### config.mk
export PLATFORM = sky130hd
export DESIGN_NAME = sfh_seq
export DESIGN_NICKNAME = d
export VERILOG_FILES = /design/src/rtl/sfh_pkg.sv /design/src/rtl/sfh_byte_eng.sv /design/src/rtl/sfh_ctrl.sv /design/src/rtl/sfh_seq.sv
export SDC_FILE = /design/constraint.sdc
export NUM_CORES = 1
export LEC_CHECK = 0
export ABC_AREA = 1
export CORE_MARGIN = 8
export CORE_UTILIZATION = 60
export CTS_CLUSTER_SIZE = 16
export DETAILED_ROUTE_END_ITERATION = 8
export DONT_BUFFER_PORTS = 1
export HOLD_SLACK_MARGIN = 0.05
export PLACE_DENSITY = 0.76
export SYNTH_ARGS = -nofsm -noshare
export SYNTH_HDL_FRONTEND = slang
export SYNTH_SLANG_ARGS = --single-unit
### constraint.sdc
create_clock -name clk -period 2 [get_ports clk]
set_clock_uncertainty 0.1 [all_clocks]
set_input_delay 0.1 -clock clk [delete_from_list [all_inputs] [get_ports clk]]
set_output_delay 0.1 -clock clk [all_outputs]
set_load 0.02 [all_outputs]
### src/rtl/sfh_pkg.sv
package sfh_pkg;

    typedef enum logic [1:0] {
        REQ_READ  = 2'd0,
        REQ_FAST  = 2'd1,
        REQ_SSE   = 2'd2,
        REQ_SE    = 2'd3
    } req_op_e;

    typedef enum logic [3:0] {
        ST_IDLE,
        ST_WEN,
        ST_OPC,
        ST_ADR,
        ST_DMY,
        ST_DAT,
        ST_PCMD,
        ST_PDAT,
        ST_GAP
    } seq_st_e;

    localparam logic [7:0] CMD_WEN  = 8'h06;
    localparam logic [7:0] CMD_STAT = 8'h05;
    localparam logic [7:0] CMD_RD   = 8'h03;
    localparam logic [7:0] CMD_FRD  = 8'h0B;
    localparam logic [7:0] CMD_SSE  = 8'h20;
    localparam logic [7:0] CMD_SE   = 8'hD8;

    function automatic logic [7:0] opcode_for(req_op_e o);
        case (o)
            REQ_READ: return CMD_RD;
            REQ_FAST: return CMD_FRD;
            REQ_SSE:  return CMD_SSE;
            default:  return CMD_SE;
        endcase
    endfunction

    function automatic logic is_erase(req_op_e o);
        return (o == REQ_SSE) || (o == REQ_SE);
    endfunction

endpackage

### src/rtl/sfh_byte_eng.sv
module sfh_byte_eng #(
    parameter int HALF_DIV = 2
) (
    input  logic       clk,
    input  logic       rst,
    input  logic       go,
    input  logic [7:0] tx,
    input  logic       miso,
    output logic       sck,
    output logic       mosi,
    output logic       busy,
    output logic       done,
    output logic [7:0] rx
);
    localparam int DW = $clog2(HALF_DIV + 1);

    logic [DW-1:0] div_cnt;
    logic [2:0]    bit_cnt;
    logic [7:0]    tx_sr;
    logic [7:0]    rx_sr;
    logic          sck_q;
    logic          busy_q;
    logic          done_q;

    always_ff @(posedge clk) begin
        if (rst) begin
            div_cnt <= '0;
            bit_cnt <= '0;
            tx_sr   <= '0;
            rx_sr   <= '0;
            sck_q   <= 1'b0;
            busy_q  <= 1'b0;
            done_q  <= 1'b0;
        end else begin
            done_q <= 1'b0;
            if (go && !busy_q) begin
                busy_q  <= 1'b1;
                tx_sr   <= tx;
                bit_cnt <= '0;
                div_cnt <= '0;
                sck_q   <= 1'b0;
            end else if (busy_q) begin
                if (div_cnt == DW'(HALF_DIV - 1)) begin
                    div_cnt <= '0;
                    if (!sck_q) begin
                        // rising edge: sample the incoming line
                        sck_q <= 1'b1;
                        rx_sr <= {rx_sr[6:0], miso};
                    end else begin
                        // falling edge: advance to the next outgoing bit
                        sck_q <= 1'b0;
                        if (bit_cnt == 3'd7) begin
                            busy_q <= 1'b0;
                            done_q <= 1'b1;
                        end else begin
                            bit_cnt <= bit_cnt + 3'd1;
                            tx_sr   <= {tx_sr[6:0], 1'b0};
                        end
                    end
                end else begin
                    div_cnt <= div_cnt + DW'(1);
                end
            end
        end
    end

    assign sck  = sck_q;
    assign mosi = busy_q ? tx_sr[7] : 1'b0;
    assign busy = busy_q;
    assign done = done_q;
    assign rx   = rx_sr;

    // a serial clock level never lasts a single system clock
    a_r6_min_phase: assert property (@(posedge clk) disable iff (rst)
        (sck_q != $past(sck_q)) |=> $stable(sck_q));

    // the byte finishes with the serial clock low
    a_r4_done_low: assert property (@(posedge clk) disable iff (rst)
        done_q |-> (!sck_q && !busy_q));

endmodule

### src/rtl/sfh_ctrl.sv
module sfh_ctrl
    import sfh_pkg::*;
#(
    parameter int CNT_W    = 16,
    parameter int GAP_CLKS = 8
) (
    input  logic             clk,
    input  logic             rst,
    input  logic             start,
    input  logic [1:0]       op,
    input  logic [23:0]      addr,
    input  logic [CNT_W-1:0] len,
    input  logic             eng_done,
    input  logic [7:0]       eng_rx,
    output logic             eng_go,
    output logic [7:0]       eng_tx,
    output logic             cs_n,
    output logic             rsp_valid,
    output logic [7:0]       rsp_data,
    output logic             rsp_done
);
    localparam int GW = $clog2(GAP_CLKS + 1);

    seq_st_e          st;
    seq_st_e          after_gap;
    req_op_e          op_q;
    logic [23:0]      addr_q;
    logic [CNT_W-1:0] left;
    logic [1:0]       aidx;
    logic [GW-1:0]    gcnt;
    logic             go_q;
    logic [7:0]       tx_q;
    logic             cs_q;
    logic             val_q;
    logic [7:0]       dat_q;
    logic             done_q;

    always_ff @(posedge clk) begin
        if (rst) begin
            st        <= ST_IDLE;
            after_gap <= ST_IDLE;
            op_q      <= REQ_READ;
            addr_q    <= '0;
            left      <= '0;
            aidx      <= '0;
            gcnt      <= '0;
            go_q      <= 1'b0;
            tx_q      <= '0;
            cs_q      <= 1'b1;
            val_q     <= 1'b0;
            dat_q     <= '0;
            done_q    <= 1'b0;
        end else begin
            go_q   <= 1'b0;
            val_q  <= 1'b0;
            done_q <= 1'b0;
            case (st)
                ST_IDLE: begin
                    if (start) begin
                        op_q   <= req_op_e'(op);
                        addr_q <= addr;
                        left   <= len;
                        cs_q   <= 1'b0;
                        go_q   <= 1'b1;
                        if (is_erase(req_op_e'(op))) begin
                            tx_q <= CMD_WEN;
                            st   <= ST_WEN;
                        end else begin
                            tx_q <= opcode_for(req_op_e'(op));
                            st   <= ST_OPC;
                        end
                    end
                end
                ST_WEN: begin
                    if (eng_done) begin
                        cs_q      <= 1'b1;
                        gcnt      <= '0;
                        after_gap <= ST_OPC;
                        st        <= ST_GAP;
                    end
                end
                ST_OPC: begin
                    if (eng_done) begin
                        go_q <= 1'b1;
                        tx_q <= addr_q[23:16];
                        aidx <= 2'd1;
                        st   <= ST_ADR;
                    end
                end
                ST_ADR: begin
                    if (eng_done) begin
                        if (aidx == 2'd1) begin
                            go_q <= 1'b1;
                            tx_q <= addr_q[15:8];
                            aidx <= 2'd2;
                        end else if (aidx == 2'd2) begin
                            go_q <= 1'b1;
                            tx_q <= addr_q[7:0];
                            aidx <= 2'd3;
                        end else if (is_erase(op_q)) begin
                            // erase starts on this chip-select rise
                            cs_q      <= 1'b1;
                            gcnt      <= '0;
                            after_gap <= ST_PCMD;
                            st        <= ST_GAP;
                        end else if (op_q == REQ_FAST) begin
                            go_q <= 1'b1;
                            tx_q <= 8'h00;
                            st   <= ST_DMY;
                        end else if (left == '0) begin
                            cs_q      <= 1'b1;
                            gcnt      <= '0;
                            after_gap <= ST_IDLE;
                            st        <= ST_GAP;
                        end else begin
                            go_q <= 1'b1;
                            tx_q <= 8'h00;
                            st   <= ST_DAT;
                        end
                    end
                end
                ST_DMY: begin
                    if (eng_done) begin
                        if (left == '0) begin
                            cs_q      <= 1'b1;
                            gcnt      <= '0;
                            after_gap <= ST_IDLE;
                            st        <= ST_GAP;
                        end else begin
                            go_q <= 1'b1;
                            tx_q <= 8'h00;
                            st   <= ST_DAT;
                        end
                    end
                end
                ST_DAT: begin
                    if (eng_done) begin
                        val_q <= 1'b1;
                        dat_q <= eng_rx;
                        left  <= left - CNT_W'(1);
                        if (left == CNT_W'(1)) begin
                            cs_q      <= 1'b1;
                            gcnt      <= '0;
                            after_gap <= ST_IDLE;
                            st        <= ST_GAP;
                        end else begin
                            go_q <= 1'b1;
                            tx_q <= 8'h00;
                        end
                    end
                end
                ST_PCMD: begin
                    if (eng_done) begin
                        go_q <= 1'b1;
                        tx_q <= 8'h00;
                        st   <= ST_PDAT;
                    end
                end
                ST_PDAT: begin
                    if (eng_done) begin
                        if (eng_rx[0]) begin
                            go_q <= 1'b1;
                            tx_q <= 8'h00;
                        end else begin
                            cs_q      <= 1'b1;
                            gcnt      <= '0;
                            after_gap <= ST_IDLE;
                            st        <= ST_GAP;
                        end
                    end
                end
                ST_GAP: begin
                    if (gcnt == GW'(GAP_CLKS - 1)) begin
                        case (after_gap)
                            ST_OPC: begin
                                cs_q <= 1'b0;
                                go_q <= 1'b1;
                                tx_q <= opcode_for(op_q);
                                st   <= ST_OPC;
                            end
                            ST_PCMD: begin
                                cs_q <= 1'b0;
                                go_q <= 1'b1;
                                tx_q <= CMD_STAT;
                                st   <= ST_PCMD;
                            end
                            default: begin
                                done_q <= 1'b1;
                                st     <= ST_IDLE;
                            end
                        endcase
                    end else begin
                        gcnt <= gcnt + GW'(1);
                    end
                end
                default: st <= ST_IDLE;
            endcase
        end
    end

    assign eng_go    = go_q;
    assign eng_tx    = tx_q;
    assign cs_n      = cs_q;
    assign rsp_valid = val_q;
    assign rsp_data  = dat_q;
    assign rsp_done  = done_q;

    // a start while busy leaves the latched request untouched
    a_r9_start_ignored: assert property (@(posedge clk) disable iff (rst)
        (start && st != ST_IDLE) |=> ($stable(op_q) && $stable(addr_q)));

    // done is a single-cycle pulse seen with chip select high
    a_r8_done_pulse: assert property (@(posedge clk) disable iff (rst)
        done_q |=> !done_q);
    a_r8_done_cs_high: assert property (@(posedge clk) disable iff (rst)
        done_q |-> cs_q);

    // each data strobe lasts one cycle
    a_r2_valid_pulse: assert property (@(posedge clk) disable iff (rst)
        val_q |=> !val_q);

endmodule

### src/rtl/sfh_seq.sv
module sfh_seq
    import sfh_pkg::*;
#(
    parameter int HALF_DIV = 2,
    parameter int CNT_W    = 16
) (
    input  logic             clk,
    input  logic             rst,
    input  logic             req_start,
    input  logic [1:0]       req_op,
    input  logic [23:0]      req_addr,
    input  logic [CNT_W-1:0] req_len,
    output logic             rsp_valid,
    output logic [7:0]       rsp_data,
    output logic             rsp_done,
    output logic             spi_sck,
    output logic             spi_cs_n,
    output logic             spi_mosi,
    input  logic             spi_miso
);
    localparam int GAP_CLKS = 4 * HALF_DIV;
    localparam int HW       = $clog2(GAP_CLKS + 2);

    logic       eng_go;
    logic [7:0] eng_tx;
    logic       eng_busy;
    logic       eng_done;
    logic [7:0] eng_rx;

    sfh_ctrl #(
        .CNT_W    (CNT_W),
        .GAP_CLKS (GAP_CLKS)
    ) u_ctrl (
        .clk       (clk),
        .rst       (rst),
        .start     (req_start),
        .op        (req_op),
        .addr      (req_addr),
        .len       (req_len),
        .eng_done  (eng_done),
        .eng_rx    (eng_rx),
        .eng_go    (eng_go),
        .eng_tx    (eng_tx),
        .cs_n      (spi_cs_n),
        .rsp_valid (rsp_valid),
        .rsp_data  (rsp_data),
        .rsp_done  (rsp_done)
    );

    sfh_byte_eng #(
        .HALF_DIV (HALF_DIV)
    ) u_eng (
        .clk  (clk),
        .rst  (rst),
        .go   (eng_go),
        .tx   (eng_tx),
        .miso (spi_miso),
        .sck  (spi_sck),
        .mosi (spi_mosi),
        .busy (eng_busy),
        .done (eng_done),
        .rx   (eng_rx)
    );

    // chip-select high-time tracker for the gap check
    logic [HW-1:0] hi_cnt;
    always_ff @(posedge clk) begin
        if (rst) begin
            hi_cnt <= HW'(GAP_CLKS);
        end else if (spi_cs_n) begin
            if (hi_cnt < HW'(GAP_CLKS)) hi_cnt <= hi_cnt + HW'(1);
        end else begin
            hi_cnt <= '0;
        end
    end

    // serial clock idles low outside a frame
    a_r6_sck_idle_low: assert property (@(posedge clk) disable iff (rst)
        spi_cs_n |-> !spi_sck);

    // minimum chip-select high time before a new frame
    a_r7_cs_gap: assert property (@(posedge clk) disable iff (rst)
        (!spi_cs_n && $past(spi_cs_n)) |-> (hi_cnt >= HW'(GAP_CLKS)));

    // a frame closes only on a byte boundary with the clock low
    a_r4_close_on_boundary: assert property (@(posedge clk) disable iff (rst)
        $rose(spi_cs_n) |-> (!eng_busy && !spi_sck));

    // the shifter runs only inside a frame
    a_r6_busy_in_frame: assert property (@(posedge clk) disable iff (rst)
        eng_busy |-> !spi_cs_n);

endmodule

# == After elaboration in Yosys (flattened, before gate mapping) ==
# Index checks and enable logic that the tools add are counted.
# Widths: inputs -> output; s select.
# totals
ff_bits,100
latchBits,0
mem_bits_rw,0
romBits,0
inputBits,46
out_inout_bits,13
wordCells,229
memories,0
# op_classes
add_sub_neg,4
multipliers,0
div,0
magnitude_cmp,0
eq_ne,44
n_shift,0
muxes,117
n_bitwise,8
reduce_logical,36
# op_table
operator,count
$mux 8,21
$mux 4,37
$pmux 8 s8,1
$pmux 8 s3,2
$mux 1,39
$pmux 4 s9,1
$mux 16,2
$pmux 16 s2,1
$reduce_and 13->1,2
$eq 4x3->1 const B,6
$pmux 4 s6,1
$ne 2x1->1 const B,11
$pmux 4 s5,1
$eq 16x1->1 const B,1
$logic_not 16->1,1
$pmux 8 s2,1
$reduce_and 4->1,4
$sub 16x1->16 const B,1
$ne 2x2->1 const B,7
$pmux 1 s7,2
$reduce_and 14->1,1
$eq 4x2->1 const B,3
$mux 2,6
$reduce_and 12->1,1
30 further kinds,56

# == Logic depth before layout (Yosys ltp) ==
# Gate-level depths: netlist of run 1.
# depth
word_depth,8
ltp_mapped,14
mapped_depth_nobuf,13

# == Modules after synthesis ==
# A second synthesis of run 1 with hierarchy kept.
# hier_totals
cells_unflattened,818
area_unflattened_um2,5449.0
# modules_own_cells
mod,n_inst,cells_per_inst,area_per_inst_um2
sfh_ctrl,1,663,4325.4
sfh_byte_eng,1,155,1123.6

# == Worst setup path before layout of run 1 ==
# OpenSTA, ideal clock, no wires.
# synth_timing
path_type,register to register
startpoint,reg u_ctrl.aidx[0]
endpoint,reg u_ctrl.gcnt[3]
arrival_time_ns,1.627
t_required_ns,1.791
slack_ns,0.164
path_stages_with_launch,13
n_path_buf,1
period_less_slack_ns,1.836
path_cell_list,dfxtp_1 -> inv_1 -> ha_1 -> clkbuf_1 -> o21bai_1 -> o21ai_2 -> o21ai_1 -> inv_1 -> nand4_4 -> inv_2 -> nand3_1 -> nand2_1 -> inv_1
# synth_between
elab_chain_len,3
word_cells_on_any_way,5
cone_classes,eq/ne (4); reduce/logical (1)
# synth_lines
element,line_no,text
start: declaration,sfh_ctrl.sv:29,logic [1:0] aidx;
start signal: assignment,sfh_ctrl.sv:45,aidx <= '0;
start signal: assignment,sfh_ctrl.sv:86,aidx <= 2'd1;
start signal: assignment,sfh_ctrl.sv:95,aidx <= 2'd2;
$eq 2x1->1 or $eq 2x2->1 (tied branches),"sfh_ctrl.sv:92, sfh_ctrl.sv:96",
$ne 2x2->1 (no line),--,
$reduce_and 12->1 (no line) (*),--,
end signal: assignment,sfh_ctrl.sv:193,gcnt <= gcnt + GW'(1);
end: declaration,sfh_ctrl.sv:30,logic [GW-1:0] gcnt;
# Mark *: on every way between the ends. The rest lies on a longest branch, timed or not.
# A chain may end at the register's enable or synchronous reset.

# == Worst setup path in the final report of run 1 ==
# layout_timing
startpoint,reg u_ctrl.st[1]
endpoint,"reg u_ctrl.done_q, in the netlist u_ctrl.rsp_done"
# layout_between
elab_chain_len,3
# layout_lines
element,line_no,text
start: declaration,sfh_ctrl.sv:24,seq_st_e st;
start signal: assignment,sfh_ctrl.sv:40,st <= ST_IDLE;
start signal: assignment,sfh_ctrl.sv:67,st <= ST_WEN;
start signal: assignment,sfh_ctrl.sv:70,st <= ST_OPC;
$eq 4x4->1,sfh_ctrl.sv:57,case (st)
$not 1->1 (no line),--,
$reduce_or 3->1 (no line),--,
end signal: assignment,sfh_ctrl.sv:52,done_q <= 1'b0;
end signal: assignment,sfh_ctrl.sv:56,done_q <= 1'b0;
end signal: assignment,sfh_ctrl.sv:188,done_q <= 1'b1;
end: declaration,sfh_ctrl.sv:36,logic done_q;
# Every way passes these cells.

==> results of run 1 <==
-- worst max path at each step --
| stage | slack [ns] | start | cells after the start | end |
|---|---|---|---|---|
| 6_report | 0.08 | u_ctrl.st[1]$_SDFFE_PP0P_ | 7 | u_ctrl.rsp_done$_SDFF_PP0_ |
| 2_1_floorplan | 0.16 | u_ctrl.aidx[0]$_SDFFE_PP0P_ | 12 | u_ctrl.gcnt[3]$_SDFFE_PP0P_ |
| 3_5_place_dp | 0.01 | u_ctrl.st[2]$_SDFFE_PP0P_ | 10 | u_ctrl.left[10]$_SDFFE_PP0P_ |
| 3_3_place_gp | 0.06 | u_ctrl.st[0]$_SDFFE_PP0P_ | 10 | u_ctrl.eng_tx[2]$_SDFFE_PP0P_ |
| 5_1_grt | -0.06 | u_ctrl.gcnt[0]$_SDFFE_PP0P_ | 13 | u_ctrl.eng_tx[3]$_SDFFE_PP0P_ |
| 4_1_cts | 0.003 | u_ctrl.st[0]$_SDFFE_PP0P_ | 13 | u_ctrl.eng_tx[3]$_SDFFE_PP0P_ |
-- kinds of logic (layout without fill, tap and decap cells) --
logic type                 count (synthesis)  in the layout  synth area share
AOI/OAI and AO/OA                        195            195             0.203
other                                      0              1                 0
DFF                                      100            100             0.384
and+or+nand+nor                          344            344             0.298
buffers and inverters                    108            156            0.0899
xor gates and xnor gates                   5              5           0.00840
adders and majority gates                  7              7            0.0168
-- flip-flops by register name, summed over array words and instances (netlist names) --
register and cells:
u_ctrl.addr_q 24, u_ctrl.left 16, u_ctrl.eng_tx 8, u_ctrl.rsp_data 8, u_eng.rx 8, u_eng.tx_sr 8
u_ctrl.after_gap 4, u_ctrl.gcnt 4, u_ctrl.st 4, u_eng.bit_cnt 3, u_ctrl.aidx 2, u_ctrl.op_q 2
u_eng.div_cnt 2, u_ctrl.cs_n 1, u_ctrl.eng_go 1, u_ctrl.rsp_done 1, u_ctrl.rsp_valid 1, u_eng.busy 1
u_eng.done 1, u_eng.sck 1
-- Yosys cell counts, types with 6 or more instances --
master      n  area [um2]
a21oi_1    91         455
a31oi_1     7        43.8
buf_2       7        35.0
clkbuf_1   16        60.1
dfxtp_1   100        2000
ha_1        7        87.6
inv_1      60         225
inv_2      10        37.5
nand2_1   166         623
nand3_1    46         230
nand4_1    12        75.1
nor2_1     86         323
nor3_1      9        45.0
o211ai_1    6        45.0
o21ai_0    63         315
o21ai_1     7        35.0
-- worst max-delay path, cell delays in order, from the launching register on --
cell and delay, ns:
dfxtp_2 0.38, inv_2 0.10, nand2_2 0.08, nor2_1 0.09, buf_4 0.19, nand2_1 0.09, nor3_1 0.24, dlygate4sd3_1 0.60
-- metal layers --
layer / track usage / part of all wire / vias up
met5: 0 / 0 / -
met1: 0.329 / 0.45 / 2426
met2: 0.410 / 0.46 / 211
met3: 0.0496 / 0.075 / 23
li1: - / - / 2603
met4: 0.0839 / 0.018 / 0
-- cells in the final DEF (no fill, tap or decap), types with 10 or more instances in the layout --
master / netlist / final
nand2_1: 166 / 165
dfxtp_1: 100 / 93
a21oi_1: 91 / 91
nor2_1: 86 / 79
inv_1: 60 / 60
o21ai_0: 63 / 58
nand3_1: 46 / 46
buf_4: 4 / 42
dlygate4sd3_1: 0 / 19
o21ai_1: 7 / 12
nand4_1: 12 / 12
inv_2: 10 / 10
-- through the flow --
stage	TNS [ns]	utilization	hold WS (ns)	instances	setup slack [ns]
detailed placement	0	0.636	0.0782	874	0.0113
global placement	0	0.636	0.0772	874	0.0560
finish	0	0.696	-0.331	916	0.0791
CTS	0	0.685	-0.331	911	0.00298
floorplan	0	-	0.162	759	0.164
global route	-0.0898	0.696	-0.341	916	-0.0644
-- layout make-up --
cell class | instances | area [um2]
flip-flops and latches | 100 | 2010
diodes | 1 | 2.50
clock buffers | 9 | 124
multi-input cells | 551 | 2780
well taps | 108 | 135
inverters | 75 | 287
fillers | 756 | 2610
repair buffers | 65 | 549
clock inverters | 7 | 86.3
-- power breakdown --
part / switching [mW] / internal (mW)
sequential: 0.295 / 2.37
clock: 0.842 / 0.507
combinational: 2.20 / 1.27
-- timing repair --
| item | 4_1_cts | 5_1_grt |
|---|---|---|
| hold endpoints to repair | 89 | 63 |
| gates cloned | 0 | 1 |
| buffers inserted | 1 | 3 |
| gates resized for setup | 0 | 31 |
| endpoints found under the setup margin | 1 | 31 |
| pin swaps | 1 | 2 |
==> flow_summary.ini, run 1 <==
[status]
outcome = complete, but fails checks
violations = negative hold slack

[setup_path]
reg2reg_slack_ns = 0.08
reg2reg_from = u_ctrl.st[1]$_SDFFE_PP0P_
end_kind = flop
critPathArrivalTime_ns = 2.15
worstPathMaxFanout = 12
reg2reg_depth = 7
worstSetupStartpointType = flop
worstSetupPathType = reg2reg
cp.required_ns = 2.23
timing.rr.end = u_ctrl.rsp_done$_SDFF_PP0_

[die]
dieArea_mm2 = 0.0119
start_util = 0.607
core_mm2 = 0.00859
die_height_um = 109
ios = 59
fp-row-count = 34
die_x_um = 109

[finish]
area_delta_synth_final_pct = 14.6
drive_above_1_share = 0.144
final_nets = 855
final_area_mm2 = 0.00598

[yosys]
postSynth.asyncResetShare = 0
synth.distinct_cells = 42
synth-seq-area-share = 0.384
synth_fp_nets = 812
synthFlopType = dfxtp_1
yosys_warnings = 0
syn_area_mm2 = 0.00522
synthCells = 759
synth-edff-count = 0
synth_seq_cells = 100
syn_area_per_cell_um2 = 6.87

[global_route]
grt_first_pass_wirelength_mm = 24.1
grt_overflow = 0
grt_pass1_vias = 4966
track_usage = 0.253
grt_max_degree = 68
antenna_found_initial = 1

[timing]
fmax_ghz = 0.521
period_share = 0.960
rsz0062_at_grt = true
setup_viol = 0
max-slew-margin-rel = 0.626
worstMarginPinSlew_ns = 0.561
finalHoldViolations = 63
period_minus_slack_ns = 1.92
whs_ns = -0.331
slew_violations = 0

[route]
via_per_inst = 5.75
wire_per_inst_um = 16.1
drtIter0Drc = 419
firstDrtPassIters = 5
final_antenna_net_count = 0
wl_mm = 14.7
via_count = 5263
post-route-drc-count = 0

[placement]
place.gp.congestion = 0.980
dp_hpwl_mm = 10.8
io_buffers = 0
dpl_cell_area_mm2 = 0.00547

[worst_hold_path]
worstHoldPathType = in2reg
holdPathEnd = u_ctrl.addr_q[6]$_SDFFE_PP0P_
hold_depth = 1
min_from = rst

[clock_network]
cts_root_buf = clkbuf_8
clk_path_buf_depth = 2
cts_sinks = 100
cts_tree = yes
ctsHoldBuffers = 20
numCtsBuffers = 9
path_clk_slew_ns = 0.11
clock_latency_ns = 0.39
htree_num_levels = 3

[power]
power.density_mw_per_mm2 = 1250
peakVddDrop_v = 0.000665
p_leak_nw = 2.48
power_mw = 7.49

[job]
drv_cap = 0
Power figures use the tool's default switching activity.
==> inputs of run 2 (changes only) <==
Settings changed: SETUP_SLACK_MARGIN set to 0.15.
==> run 2 against run 1 <==
  * Total power is 8.4% higher
  * Via count up 3.5%
  * The flow still finishes with violations (negative hold slack)
  * Die area did not move
  * Largest power group unchanged
  * Worst setup slack improved by 0.019 ns
  * Sequential power about the same
==> flow_summary.ini, run 2 (synthesis gave the netlist of run 1 again) <==
[finish]
mostFrequentLayoutCell = nand2_1
top_regs = u_ctrl.addr_q (24), u_ctrl.left (16)
final_nets = 873
num_antenna_cells = 0
largest_reg_flops = 24
mostFrequentLayoutCells = 151 x nand2_1, 91 x dfxtp_1, 86 x a21oi_1
final_area_mm2 = 0.00640
fin_util = 0.744
regMostFlops = u_ctrl.addr_q
stdcell_count = 933
area_delta_synth_final_pct = 22.6
drive_above_1_share = 0.223

[timing]
final.setup.tns_ns = 0
fmax_ghz = 0.526
rsz0062_at_grt = true
period_minus_slack_ns = 1.90
slew_violations = 0
whs_ns = -0.329
worstMarginPinSlew_ns = 0.560
period_share = 0.951
finalHoldViolations = 71
setup_viol = 0
max-slew-margin-rel = 0.625

[die]
core_mm2 = 0.00859
start_util = 0.607
fp-row-count = 34
ios = 59
die_x_um = 109
die_height_um = 109
dieArea_mm2 = 0.0119

[power]
power.density_mw_per_mm2 = 1270
p_leak_nw = 2.62
peakVddDrop_v = 0.000671

[worst_hold_path]
hold_depth = 1
worstHoldPathType = in2reg

[placement]
dpl_cell_area_mm2 = 0.00547
io_buffers = 0
dp_hpwl_mm = 10.8
dp_cells = 874
place.gp.congestion = 0.980

[route]
wl_mm = 15.6
final_antenna_net_count = 0
drtIter0Drc = 400
via_count = 5446
firstDrtPassIters = 7
via_per_inst = 5.84
wire_per_inst_um = 16.8
post-route-drc-count = 0

[clock_network]
numCtsBuffers = 9
clock_latency_ns = 0.38
cts_tree = yes
htree_num_levels = 3
cts_sinks = 100
ctsHoldBuffers = 19
path_clk_slew_ns = 0.12
cts_root_buf = clkbuf_8
clk_path_buf_depth = 2

[setup_path]
cp.required_ns = 2.21
worstSetupPathType = reg2reg
reg2reg_depth = 9
critPathArrivalTime_ns = 2.12
end_kind = flop
worstSetupStartpointType = flop
reg2reg_slack_ns = 0.1
worstPathMaxFanout = 20

[job]
drv_cap = 0

[global_route]
grt_overflow = 0
grt_pass1_vias = 4999
track_usage = 0.254
grt_max_degree = 68
antenna_found_initial = 0
grt_first_pass_wirelength_mm = 24.3

[status]
outcome = complete, but fails checks
violations = negative hold slack
[run 2: repair_timing]
action / CTS / global route
gates cloned: 0 / 4
pin swaps: 3 / 22
setup endpoints to repair: 32 / 45
setup buffers: 3 / 17
hold endpoints to repair: 89 / 71
resized for setup: 17 / 101
[run 2: worst paths after layout]
| path | startpoint | to |
|---|---|---|
| setup / recovery | u_ctrl.st[2]$_SDFFE_PP0P_ | u_ctrl.left[11]$_SDFFE_PP0P_ |
| hold / removal | rst | u_ctrl.addr_q[3]$_SDFFE_PP0P_ |
| setup reg to reg | u_ctrl.st[2]$_SDFFE_PP0P_ | u_ctrl.left[11]$_SDFFE_PP0P_ |
| hold reg to reg | u_ctrl.after_gap[3]$_SDFFE_PP0P_ | u_ctrl.after_gap[3]$_SDFFE_PP0P_ |
[run 2: area by class of cell]
class	count	area [um2]
Multi-Input combinational cell	551	3020
Fill cell	678	2200
Sequential cell	100	2030
Timing Repair Buffer	82	711
Inverter	75	292
Tap cell	108	135
Clock buffer	9	124
Clock inverter	7	86.3
Timing Repair inverter	1	7.51
[run 2: metal layers]
metal,wire length [um],track usage,vias up,share of wire
met5,0,0,-,0
met1,6660,0.329,2507,0.43
li1,-,-,2647,-
met4,398,0.0868,0,0.025
met3,1260,0.0526,41,0.080
met2,7320,0.413,251,0.47
[run 2: stage by stage]
stage	power (mW)	worst slack (ns)
floorplan	4.98	0.164
global placement	5.78	0.0560
detailed placement	5.83	0.0113
CTS	7.35	0.150
global route	8.62	0.0106
finish	8.12	0.0980
[run 2: critical path, stage by stage, from the launching register on]
cell,delay [ns]
dfxtp_4,0.40
inv_4,0.05
nor2_4,0.18
nand2_2,0.10
nor2_4,0.18
buf_6,0.14
inv_2,0.15
a21oi_1,0.22
o21ai_0,0.16
a21oi_2,0.16
[run 2: power breakdown]
part / switching [mW] / internal [mW]
sequential: 0.315 / 2.38
clock: 0.848 / 0.507
combinational: 2.48 / 1.59
total: 3.64 / 4.48
==> inputs of run 3 (changes only) <==
Settings changed: REMOVE_ABC_BUFFERS set to 1.
==> run 3 against run 2 <==
  * The flow still finishes with violations (negative hold slack)
  * Combinational power barely moved
  * Non-clock buffer count rose by 5
  * Maximum frequency increased by 3.0%
  * Final area is 1.2% higher
  * Total power decreased by 0.18%
  * Clock power fell by 3%
==> flow_summary.ini, run 3 (synthesis gave the netlist of run 1 again) <==
[status]
violations = negative hold slack
outcome = complete, but fails checks

[clock_network]
cts_sinks = 100
clk_path_buf_depth = 2
ctsHoldBuffers = 21
cts_root_buf = clkbuf_8
clock_latency_ns = 0.38
numCtsBuffers = 9
htree_num_levels = 3
path_clk_slew_ns = 0.12
cts_tree = yes

[setup_path]
critPathArrivalTime_ns = 2.06
reg2reg_slack_ns = 0.15
end_kind = flop
cp.required_ns = 2.21
timing.rr.end = u_ctrl.left[12]$_SDFFE_PP0P_
worstPathMaxFanout = 4
reg2reg_depth = 11
reg2reg_from = u_ctrl.st[3]$_SDFFE_PP0P_
worstSetupStartpointType = flop
worstSetupPathType = reg2reg

[worst_hold_path]
min_from = rst
worstHoldPathType = in2reg
holdPathEnd = u_ctrl.addr_q[4]$_SDFFE_PP0P_
hold_depth = 1

[route]
via_per_inst = 5.82
met3_length_um = 987
wire_per_inst_um = 16.2
post-route-drc-count = 0
top_layer = met4
drtIter0Drc = 490
final_antenna_net_count = 0
met2_length_mm = 7.50
via_count = 5463
wl_met1_mm = 6.44
wl_mm = 15.2
firstDrtPassIters = 6

[finish]
num_antenna_cells = 0
final_nets = 879
regMostFlops = u_ctrl.addr_q
area_delta_synth_final_pct = 24.1
largest_reg_flops = 24
fin_util = 0.753
fillCellCount = 658
drive_above_1_share = 0.212
stdcell_count = 939
top_regs = u_ctrl.addr_q (24), u_ctrl.left (16)
mostFrequentLayoutCells = 153 x nand2_1, 93 x dfxtp_1, 89 x a21oi_1
mostFrequentLayoutCell = nand2_1

[power]
power_mw = 8.11
peakVddDrop_v = 0.000677
power.density_mw_per_mm2 = 1250
p_leak_nw = 2.64

[timing]
slew_violations = 0
setup_viol = 0
fmax_ghz = 0.541
max-slew-margin-rel = 0.625
period_share = 0.924
final.setup.tns_ns = 0
rsz0062_at_grt = true
worstMarginPinSlew_ns = 0.563
finalHoldViolations = 64
period_minus_slack_ns = 1.85
whs_ns = -0.331

[die]
dieArea_mm2 = 0.0119
die_x_um = 109
start_util = 0.607
die_height_um = 109
fp-row-count = 34
core_mm2 = 0.00859
ios = 59

[global_route]
grt_max_degree = 68
grt_pass1_vias = 4860
antenna_found_initial = 0
grt_overflow = 0
grt_first_pass_wirelength_mm = 23.1
track_usage = 0.240

[placement]
dp_hpwl_mm = 10.2
io_buffers = 0
dp_cells = 867
place.gp.congestion = 0.971

[job]
drv_cap = 0
==> run 3: layer usage <==
layer | GRT usage | up-vias
li1 | - | 2664
met1 | 0.293 | 2585
met2 | 0.413 | 187
met3 | 0.0502 | 27
met4 | 0.0762 | 0
met5 | 0 | -
==> run 3: worst max path at each step <==
| stage | startpoint | to | slack [ns] | cells after the start |
|---|---|---|---|---|
| 2_1_floorplan | u_ctrl.st[3]$_SDFFE_PP0P_ | u_ctrl.left[15]$_SDFFE_PP0P_ | -0.49 | 10 |
| 3_3_place_gp | u_eng.done$_SDFF_PP0_ | u_ctrl.after_gap[2]$_SDFFE_PP0P_ | 0.04 | 8 |
| 3_5_place_dp | u_ctrl.gcnt[0]$_SDFFE_PP0P_ | u_ctrl.eng_tx[2]$_SDFFE_PP0P_ | -0.05 | 11 |
| 4_1_cts | u_ctrl.left[0]$_SDFFE_PP0P_ | u_ctrl.eng_tx[5]$_SDFFE_PP0P_ | 0.13 | 11 |
| 5_1_grt | u_ctrl.st[3]$_SDFFE_PP0P_ | u_ctrl.left[9]$_SDFFE_PP0P_ | 0.06 | 11 |
| 6_report | u_ctrl.st[3]$_SDFFE_PP0P_ | u_ctrl.left[12]$_SDFFE_PP0P_ | 0.15 | 11 |
==> run 3: area by class of cell <==
cell class,instances,area [um2],share of cell area
inverters,75,299,0.0462
clock inverters,7,80.1,0.0124
repair inverters,1,7.51,0.00116
flip-flops and latches,100,2020,0.311
repair buffers,87,815,0.126
well taps,108,135,0.0209
clock buffers,9,124,0.0191
multi-input cells,552,3000,0.463
==> run 3: power breakdown <==
group,internal [mW],switching (mW),leakage (nW)
clock,0.495,0.816,0.0990
combinational,1.66,2.44,1.72
sequential,2.38,0.316,0.820
==> run 3: through the flow <==
step / hold WS (ns) / area (um2) / worst slack, ns
after floorplan: 0.0691 / 5030 / -0.486
after global placement: 0.0768 / 5440 / 0.0371
after detailed placement: 0.0787 / 5440 / -0.0546
after CTS: -0.330 / 5970 / 0.128
after global routing: -0.339 / 6470 / 0.0644
final: -0.331 / 6470 / 0.153
==> run 3: timing repair <==
| action | in CTS | in global routing |
|---|---|---|
| endpoints found under the hold margin | 96 | 64 |
| cloned | 0 | 3 |
| pin swaps | 4 | 28 |
| resized for setup | 23 | 77 |
| setup endpoints to repair | 32 | 39 |
| buffers inserted | 6 | 26 |
==> run 3: critical path: stages, from the launching register on <==
cell and delay, ns:
dfxtp_2 0.35, buf_6 0.13, nor2_4 0.15, nand2_2 0.10, nor2_4 0.17, buf_12 0.14
nand2_8 0.06, nand2_8 0.10, buf_12 0.11, o21ai_2 0.05, o21bai_1 0.16, a21oi_1 0.17
